[src/rtl/flash_selfprog_pkg.sv]
package flash_selfprog_pkg;
  localparam int REG_W   = 8;
  localparam int B_IE    = 7;
  localparam int B_BUSY  = 6;
  localparam int B_RSVD  = 5;
  localparam int B_RRE   = 4;
  localparam int B_LOCK  = 3;
  localparam int B_WRITE = 2;
  localparam int B_ERASE = 1;
  localparam int B_EN    = 0;

  typedef enum logic [2:0] {
    OP_LOAD  = 3'd0,
    OP_RWWEN = 3'd1,
    OP_LOCK  = 3'd2,
    OP_ERASE = 3'd3,
    OP_WRITE = 3'd4
  } op_kind_e;
endpackage

[src/rtl/fsp_window.sv]
module fsp_window #(
  parameter int DEPTH = 4
) (
  input  logic clk,
  input  logic rst_n,
  input  logic start,
  input  logic hit,
  output logic open,
  output logic expire
);
  localparam int CW = $clog2(DEPTH + 1);
  localparam logic [CW-1:0] LOAD_V = CW'(DEPTH);

  logic [CW-1:0] cnt;

  assign open   = (cnt != '0);
  assign expire = (cnt == CW'(1)) && !hit && !start;

  always_ff @(posedge clk or negedge rst_n) begin
    if (!rst_n)               cnt <= '0;
    else if (start)           cnt <= LOAD_V;
    else if (hit)             cnt <= '0;
    else if (cnt != '0)       cnt <= cnt - CW'(1);
  end


  cnt_range_chk: assert property (@(posedge clk) disable iff (!rst_n)
    cnt <= LOAD_V);

  window_close_chk: assert property (@(posedge clk) disable iff (!rst_n)
    expire |=> !open);
endmodule

[src/rtl/fsp_cmd_arbiter.sv]
module fsp_cmd_arbiter
  import flash_selfprog_pkg::*;
(
  input  logic     want_rre,
  input  logic     want_lock,
  input  logic     want_erase,
  input  logic     want_write,
  output op_kind_e kind
);
  // fixed order, first match wins
  always_comb begin
    if (want_rre)        kind = OP_RWWEN;
    else if (want_lock)  kind = OP_LOCK;
    else if (want_erase) kind = OP_ERASE;
    else if (want_write) kind = OP_WRITE;
    else                 kind = OP_LOAD;
  end
endmodule

[src/rtl/fsp_busy_track.sv]
module fsp_busy_track (
  input  logic clk,
  input  logic rst_n,
  input  logic set_busy,
  input  logic clr_busy,
  output logic busy
);
  always_ff @(posedge clk or negedge rst_n) begin
    if (!rst_n)        busy <= 1'b0;
    else if (clr_busy) busy <= 1'b0;
    else if (set_busy) busy <= 1'b1;
  end
endmodule

[src/rtl/flash_selfprog_ctl.sv]
module flash_selfprog_ctl
  import flash_selfprog_pkg::*;
#(
  parameter int SPM_WINDOW = 4,
  parameter int LPM_WINDOW = 3
) (
  input  logic             clk,
  input  logic             rst_n,
  input  logic             reg_we,
  input  logic [REG_W-1:0] reg_wdata,
  output logic [REG_W-1:0] reg_rdata,
  input  logic             spm_strobe,
  input  logic             lpm_strobe,
  input  logic             lpm_z0,
  input  logic             z_in_rww,
  input  logic             global_ie,
  input  logic             flash_done,
  input  logic             buf_loading,
  output logic             cmd_load,
  output logic             cmd_erase,
  output logic             cmd_write,
  output logic             cmd_lock,
  output logic             cmd_rww_en,
  output logic             rww_blocked,
  output logic             buf_clear,
  output logic             lpm_lock_rd,
  output logic             lpm_fuse_rd,
  output logic             spm_irq
);
  logic ie_q, rre_q, lock_q, write_q, erase_q, en_q, running_q;
  logic busy;
  logic accept_wr, start, fire, long_op, instant, done, clear_all;
  logic spm_open, spm_expire, lpm_open, lpm_expire_unused;
  op_kind_e kind;

  assign accept_wr = reg_we && !en_q;
  assign start     = accept_wr && reg_wdata[B_EN];
  assign fire      = spm_open && spm_strobe;
  assign long_op   = fire && (kind == OP_LOCK || kind == OP_ERASE || kind == OP_WRITE);
  assign instant   = fire && (kind == OP_LOAD || kind == OP_RWWEN);
  assign done      = running_q && flash_done;
  assign clear_all = instant || done || spm_expire;

  fsp_window #(.DEPTH(SPM_WINDOW)) u_spm_win (
    .clk(clk), .rst_n(rst_n), .start(start), .hit(fire),
    .open(spm_open), .expire(spm_expire)
  );

  fsp_window #(.DEPTH(LPM_WINDOW)) u_lpm_win (
    .clk(clk), .rst_n(rst_n), .start(start && reg_wdata[B_LOCK]), .hit(1'b0),
    .open(lpm_open), .expire(lpm_expire_unused)
  );

  fsp_cmd_arbiter u_arb (
    .want_rre(rre_q), .want_lock(lock_q), .want_erase(erase_q),
    .want_write(write_q), .kind(kind)
  );

  fsp_busy_track u_busy (
    .clk(clk), .rst_n(rst_n),
    .set_busy(long_op && z_in_rww && (kind == OP_ERASE || kind == OP_WRITE)),
    .clr_busy(instant),
    .busy(busy)
  );

  always_ff @(posedge clk or negedge rst_n) begin
    if (!rst_n) begin
      ie_q <= 1'b0; rre_q <= 1'b0; lock_q <= 1'b0; write_q <= 1'b0;
      erase_q <= 1'b0; en_q <= 1'b0; running_q <= 1'b0;
    end else begin
      if (reg_we) ie_q <= reg_wdata[B_IE];
      if (start) begin
        rre_q   <= reg_wdata[B_RRE];
        lock_q  <= reg_wdata[B_LOCK];
        write_q <= reg_wdata[B_WRITE];
        erase_q <= reg_wdata[B_ERASE];
        en_q    <= 1'b1;
      end else if (clear_all) begin
        rre_q <= 1'b0; lock_q <= 1'b0; write_q <= 1'b0;
        erase_q <= 1'b0; en_q <= 1'b0; running_q <= 1'b0;
      end else if (long_op) begin
        running_q <= 1'b1;
      end
    end
  end

  always_ff @(posedge clk or negedge rst_n) begin
    if (!rst_n) begin
      cmd_load <= 1'b0; cmd_erase <= 1'b0; cmd_write <= 1'b0;
      cmd_lock <= 1'b0; cmd_rww_en <= 1'b0; buf_clear <= 1'b0;
      lpm_lock_rd <= 1'b0; lpm_fuse_rd <= 1'b0;
    end else begin
      cmd_load    <= fire && kind == OP_LOAD;
      cmd_rww_en  <= fire && kind == OP_RWWEN;
      cmd_lock    <= fire && kind == OP_LOCK;
      cmd_erase   <= fire && kind == OP_ERASE;
      cmd_write   <= fire && kind == OP_WRITE;
      buf_clear   <= reg_we && reg_wdata[B_RRE] && buf_loading;
      lpm_lock_rd <= lpm_strobe && lpm_open && lock_q && en_q && !lpm_z0;
      lpm_fuse_rd <= lpm_strobe && lpm_open && lock_q && en_q && lpm_z0;
    end
  end

  always_comb begin
    reg_rdata          = '0;
    reg_rdata[B_IE]    = ie_q;
    reg_rdata[B_BUSY]  = busy;
    reg_rdata[B_RRE]   = rre_q;
    reg_rdata[B_LOCK]  = lock_q;
    reg_rdata[B_WRITE] = write_q;
    reg_rdata[B_ERASE] = erase_q;
    reg_rdata[B_EN]    = en_q;
  end

  assign rww_blocked = busy;
  assign spm_irq     = ie_q && global_ie && !en_q;


  one_pulse_chk: assert property (@(posedge clk) disable iff (!rst_n)
    $onehot0({cmd_load, cmd_erase, cmd_write, cmd_lock, cmd_rww_en}));

  pulse_cause_chk: assert property (@(posedge clk) disable iff (!rst_n)
    (cmd_load || cmd_erase || cmd_write || cmd_lock || cmd_rww_en) |-> $past(spm_strobe));

  done_release_chk: assert property (@(posedge clk) disable iff (!rst_n)
    (running_q && flash_done) |=> !en_q);

  locked_write_chk: assert property (@(posedge clk) disable iff (!rst_n)
    (en_q && reg_we && !clear_all) |=>
      ({rre_q, lock_q, write_q, erase_q} == $past({rre_q, lock_q, write_q, erase_q})));

  load_unblock_chk: assert property (@(posedge clk) disable iff (!rst_n)
    (cmd_load || cmd_rww_en) |-> !rww_blocked);
endmodule

[config.mk]
export PLATFORM = sky130hd
export DESIGN_NAME = flash_selfprog_ctl
export DESIGN_NICKNAME = d
export VERILOG_FILES = /design/src/rtl/flash_selfprog_pkg.sv /design/src/rtl/fsp_window.sv /design/src/rtl/fsp_cmd_arbiter.sv /design/src/rtl/fsp_busy_track.sv /design/src/rtl/flash_selfprog_ctl.sv
export SDC_FILE = /design/constraint.sdc
export NUM_CORES = 1
export LEC_CHECK = 0
export BUFFER_PORTS_ARGS = -buffer_cell sky130_fd_sc_hd__clkbuf_2
export CORE_MARGIN = 2
export CORE_UTILIZATION = 35
export CTS_BUF_LIST = sky130_fd_sc_hd__clkbuf_16
export CTS_CLUSTER_DIAMETER = 60
export CTS_CLUSTER_SIZE = 20
export DETAILED_ROUTE_END_ITERATION = 16
export GPL_TIMING_DRIVEN = 1
export HOLD_SLACK_MARGIN = 0.03
export PLACE_DENSITY = 0.57
export REMOVE_ABC_BUFFERS = 1
export SLEW_MARGIN = 20
export SYNTH_ARGS = -nofsm -noshare
export SYNTH_HDL_FRONTEND = slang
export SYNTH_SLANG_ARGS = --single-unit
[constraint.sdc]
create_clock -name clk -period 3.4 [get_ports clk]
set_input_delay 0.68 -clock clk [delete_from_list [all_inputs] [get_ports clk]]
set_output_delay 0.68 -clock clk [all_outputs]
set_load 0.02 [all_outputs]
==> flow_summary.json <==
{
  "status": "completed",
  "ios": 36,
  "setup-violations-final": 0,
  "drcViolationCount": 0,
  "final_util": 0.445,
  "regArea_um2": 526,
  "maxSlewViolCount": 0,
  "synth_ff_type": "dfrtp_1",
  "layout_common_cells": "clkbuf_2, dfrtp_1, nand2_1",
  "fin_cells": 158,
  "num_vias": 768,
  "reg_top3": "u_spm_win.cnt x3, u_lpm_win.cnt x2",
  "synth_area_leaders": "dfrtp_1, buf_4, nand2_1",
  "cp_cell_sequence": "clkbuf_2, nand2_1, nor2_1, clkbuf_2",
  "htreeDepth": 1,
  "hold_class": "primary input to async pin",
  "worstSetupEndpointType": "primary output",
  "postCtsSetupBuffers": 0,
  "core-area_um2": 2780,
  "die_w_um": 58.2,
  "arrival_ps": 1040,
  "fillers": 260,
  "ys_types": 34,
  "clock_latency_ps": 250,
  "syn_avg_cell_area_um2": 10.2,
  "portBuffers": 32,
  "cts_buffers": 3,
  "dieHeight_um": 58.2,
  "async_flop_share": 1.00,
  "critPathTopFamily": "buffers and inverters",
  "grt_overflow": 0,
  "dp_cells": 154,
  "totalWireLength_mm": 1.92,
  "synth_area_um2": 1030,
  "final_common_cell": "clkbuf_2",
  "grt_pass1_wl_mm": 3.14,
  "multi_input_area_um2": 403,
  "cp.required_ps": 2720,
  "synth-seq-cells": 21,
  "grt_max_degree": 22,
  "drive_above_1_share": 0.354,
  "avgRoutedWirePerCell_um": 12.1,
  "drtAntennaViolNets": 0,
  "cpPeakStageDelay_ps": 170,
  "cts_repair_resize_count": 0,
  "drv_cap": 0,
  "period_share": 0.507,
  "dp_hpwl_mm": 1.49,
  "timing.slew.headroom": 0.653,
  "largest_register": "u_spm_win.cnt",
  "grt_setup_unrepaired": "false",
  "r2r-start": "u_spm_win.cnt[0]$_DFFE_PN0P_",
  "drtIter0Drc": 10,
  "synth_largest_type_area_fraction": 0.511,
  "syn-instance-count": 101,
  "clockBufferDepth": 2,
  "ctsHoldBuffers": 0,
  "pre_cts_slack_ps": 1670,
  "seq_area_frac_synth": 0.511,
  "startpoint_type": "primary input",
  "reg2reg_depth": 6,
  "layout_setup_ws_ps": 1680,
  "die_area_um2": 3390,
  "final_cell_area_um2": 1240,
  "final_hold_viol_count": 0,
  "largest_register_ffs": 3,
  "fin_nets": 150,
  "cts_tree": "built",
  "synth_top_area_cell": "dfrtp_1",
  "power_density_nw_per_um2": 855,
  "rrSetupSlack_ps": 1810,
  "skew_ps": 3.48,
  "slowest_stage": "clkbuf_2",
  "crit_top_cell": "clkbuf_2",
  "clkTransAtPathRegs_ps": 50,
  "gp_congestion": 0.726,
  "max_freq_mhz": 580,
  "diodes": 0,
  "placed_cell_area_um2": 1160,
  "p_leak_nw": 0.648,
  "synth_edf_count": 0,
  "path_class": "primary input to primary output",
  "ir_drop_mv": 0.504,
  "ys_warn_count": 0,
  "vias_per_cell": 4.86,
  "num_rows": 19,
  "grt_pass1_vias": 703,
  "start_util": 0.370,
  "clockRootBuffer": "clkbuf_16",
  "fin_setup_tns_ps": 0,
  "synthToLayoutAreaGrowth_pct": 20.3,
  "r2r_end": "lock_q$_DFFE_PN0P_",
  "cts.sinks": 21,
  "track_usage": 0.129,
  "antenna_found_initial": 0,
  "path_buf_inv": 2,
  "layout_min_cycle_time_ps": 1720,
  "drt_pre_antenna_iters": 2,
  "tightest_slew_ps": 520,
  "crit_fanout": 1
}
-- metal layers --
metal	GRT usage	up-vias	part of all wire
li1	-	383	-
met1	0.162	356	0.47
met2	0.192	25	0.44
met3	0.0402	4	0.057
met4	0.0797	0	0.024
met5	0	-	0
-- power breakdown --
group          internal, mW  switching (mW)  leakage, nW
Clock                 0.158          0.0849       0.0409
Combinational         0.173           0.241        0.334
Sequential            0.329          0.0724        0.273
-- stage by stage --
| stage | hold WS, ps | power [mW] |
|---|---|---|
| floorplan | 384 | 0.694 |
| global placement | 479 | 0.807 |
| detailed placement | 497 | 0.824 |
| CTS | 408 | 1.07 |
| global route | 432 | 1.14 |
| finish | 392 | 1.06 |
-- how the worst max path moves through the flow --
stage              start  endpoint  slack, ps  cells past startpoint
3_3_place_gp   global_ie   spm_irq       1680                      4
5_1_grt        global_ie   spm_irq       1640                      4
6_report       global_ie   spm_irq       1680                      4
3_5_place_dp   global_ie   spm_irq       1670                      4
4_1_cts        global_ie   spm_irq       1670                      4
2_1_floorplan  global_ie   spm_irq       1720                      2
-- Yosys cell counts, types with 2 or more instances --
library cell,n
nor3_1,2
nand4_1,2
dfrtp_1,21
nand2b_1,3
nor2_1,6
o211ai_1,2
o21ai_0,6
inv_1,8
a21oi_1,2
nand3b_1,2
ha_1,4
nand2_1,14
buf_4,8
-- logic make-up (layout without fill, tap and decap cells) --
| kind of cell | count (synthesis) | after routing | share of synthesized area |
|---|---|---|---|
| simple gates | 40 | 40 | 0.226 |
| flops | 21 | 21 | 0.511 |
| buf+inv | 18 | 44 | 0.0973 |
| compound gates | 15 | 15 | 0.0937 |
| fa+ha+maj | 4 | 4 | 0.0487 |
| other cells | 1 | 1 | 0.00365 |
| xor+xnor | 1 | 1 | 0.00852 |
| mux | 1 | 1 | 0.0109 |
-- final cells by class --
class | instances | share of cell area
sequential | 21 | 0.425
multi-input combinational | 62 | 0.326
timing repair buffer | 32 | 0.129
clock buffer | 3 | 0.0607
tap | 31 | 0.0313
inverter | 8 | 0.0243
clock inverter | 1 | 0.00404
Note: power is estimated with default switching activity, not from simulation.
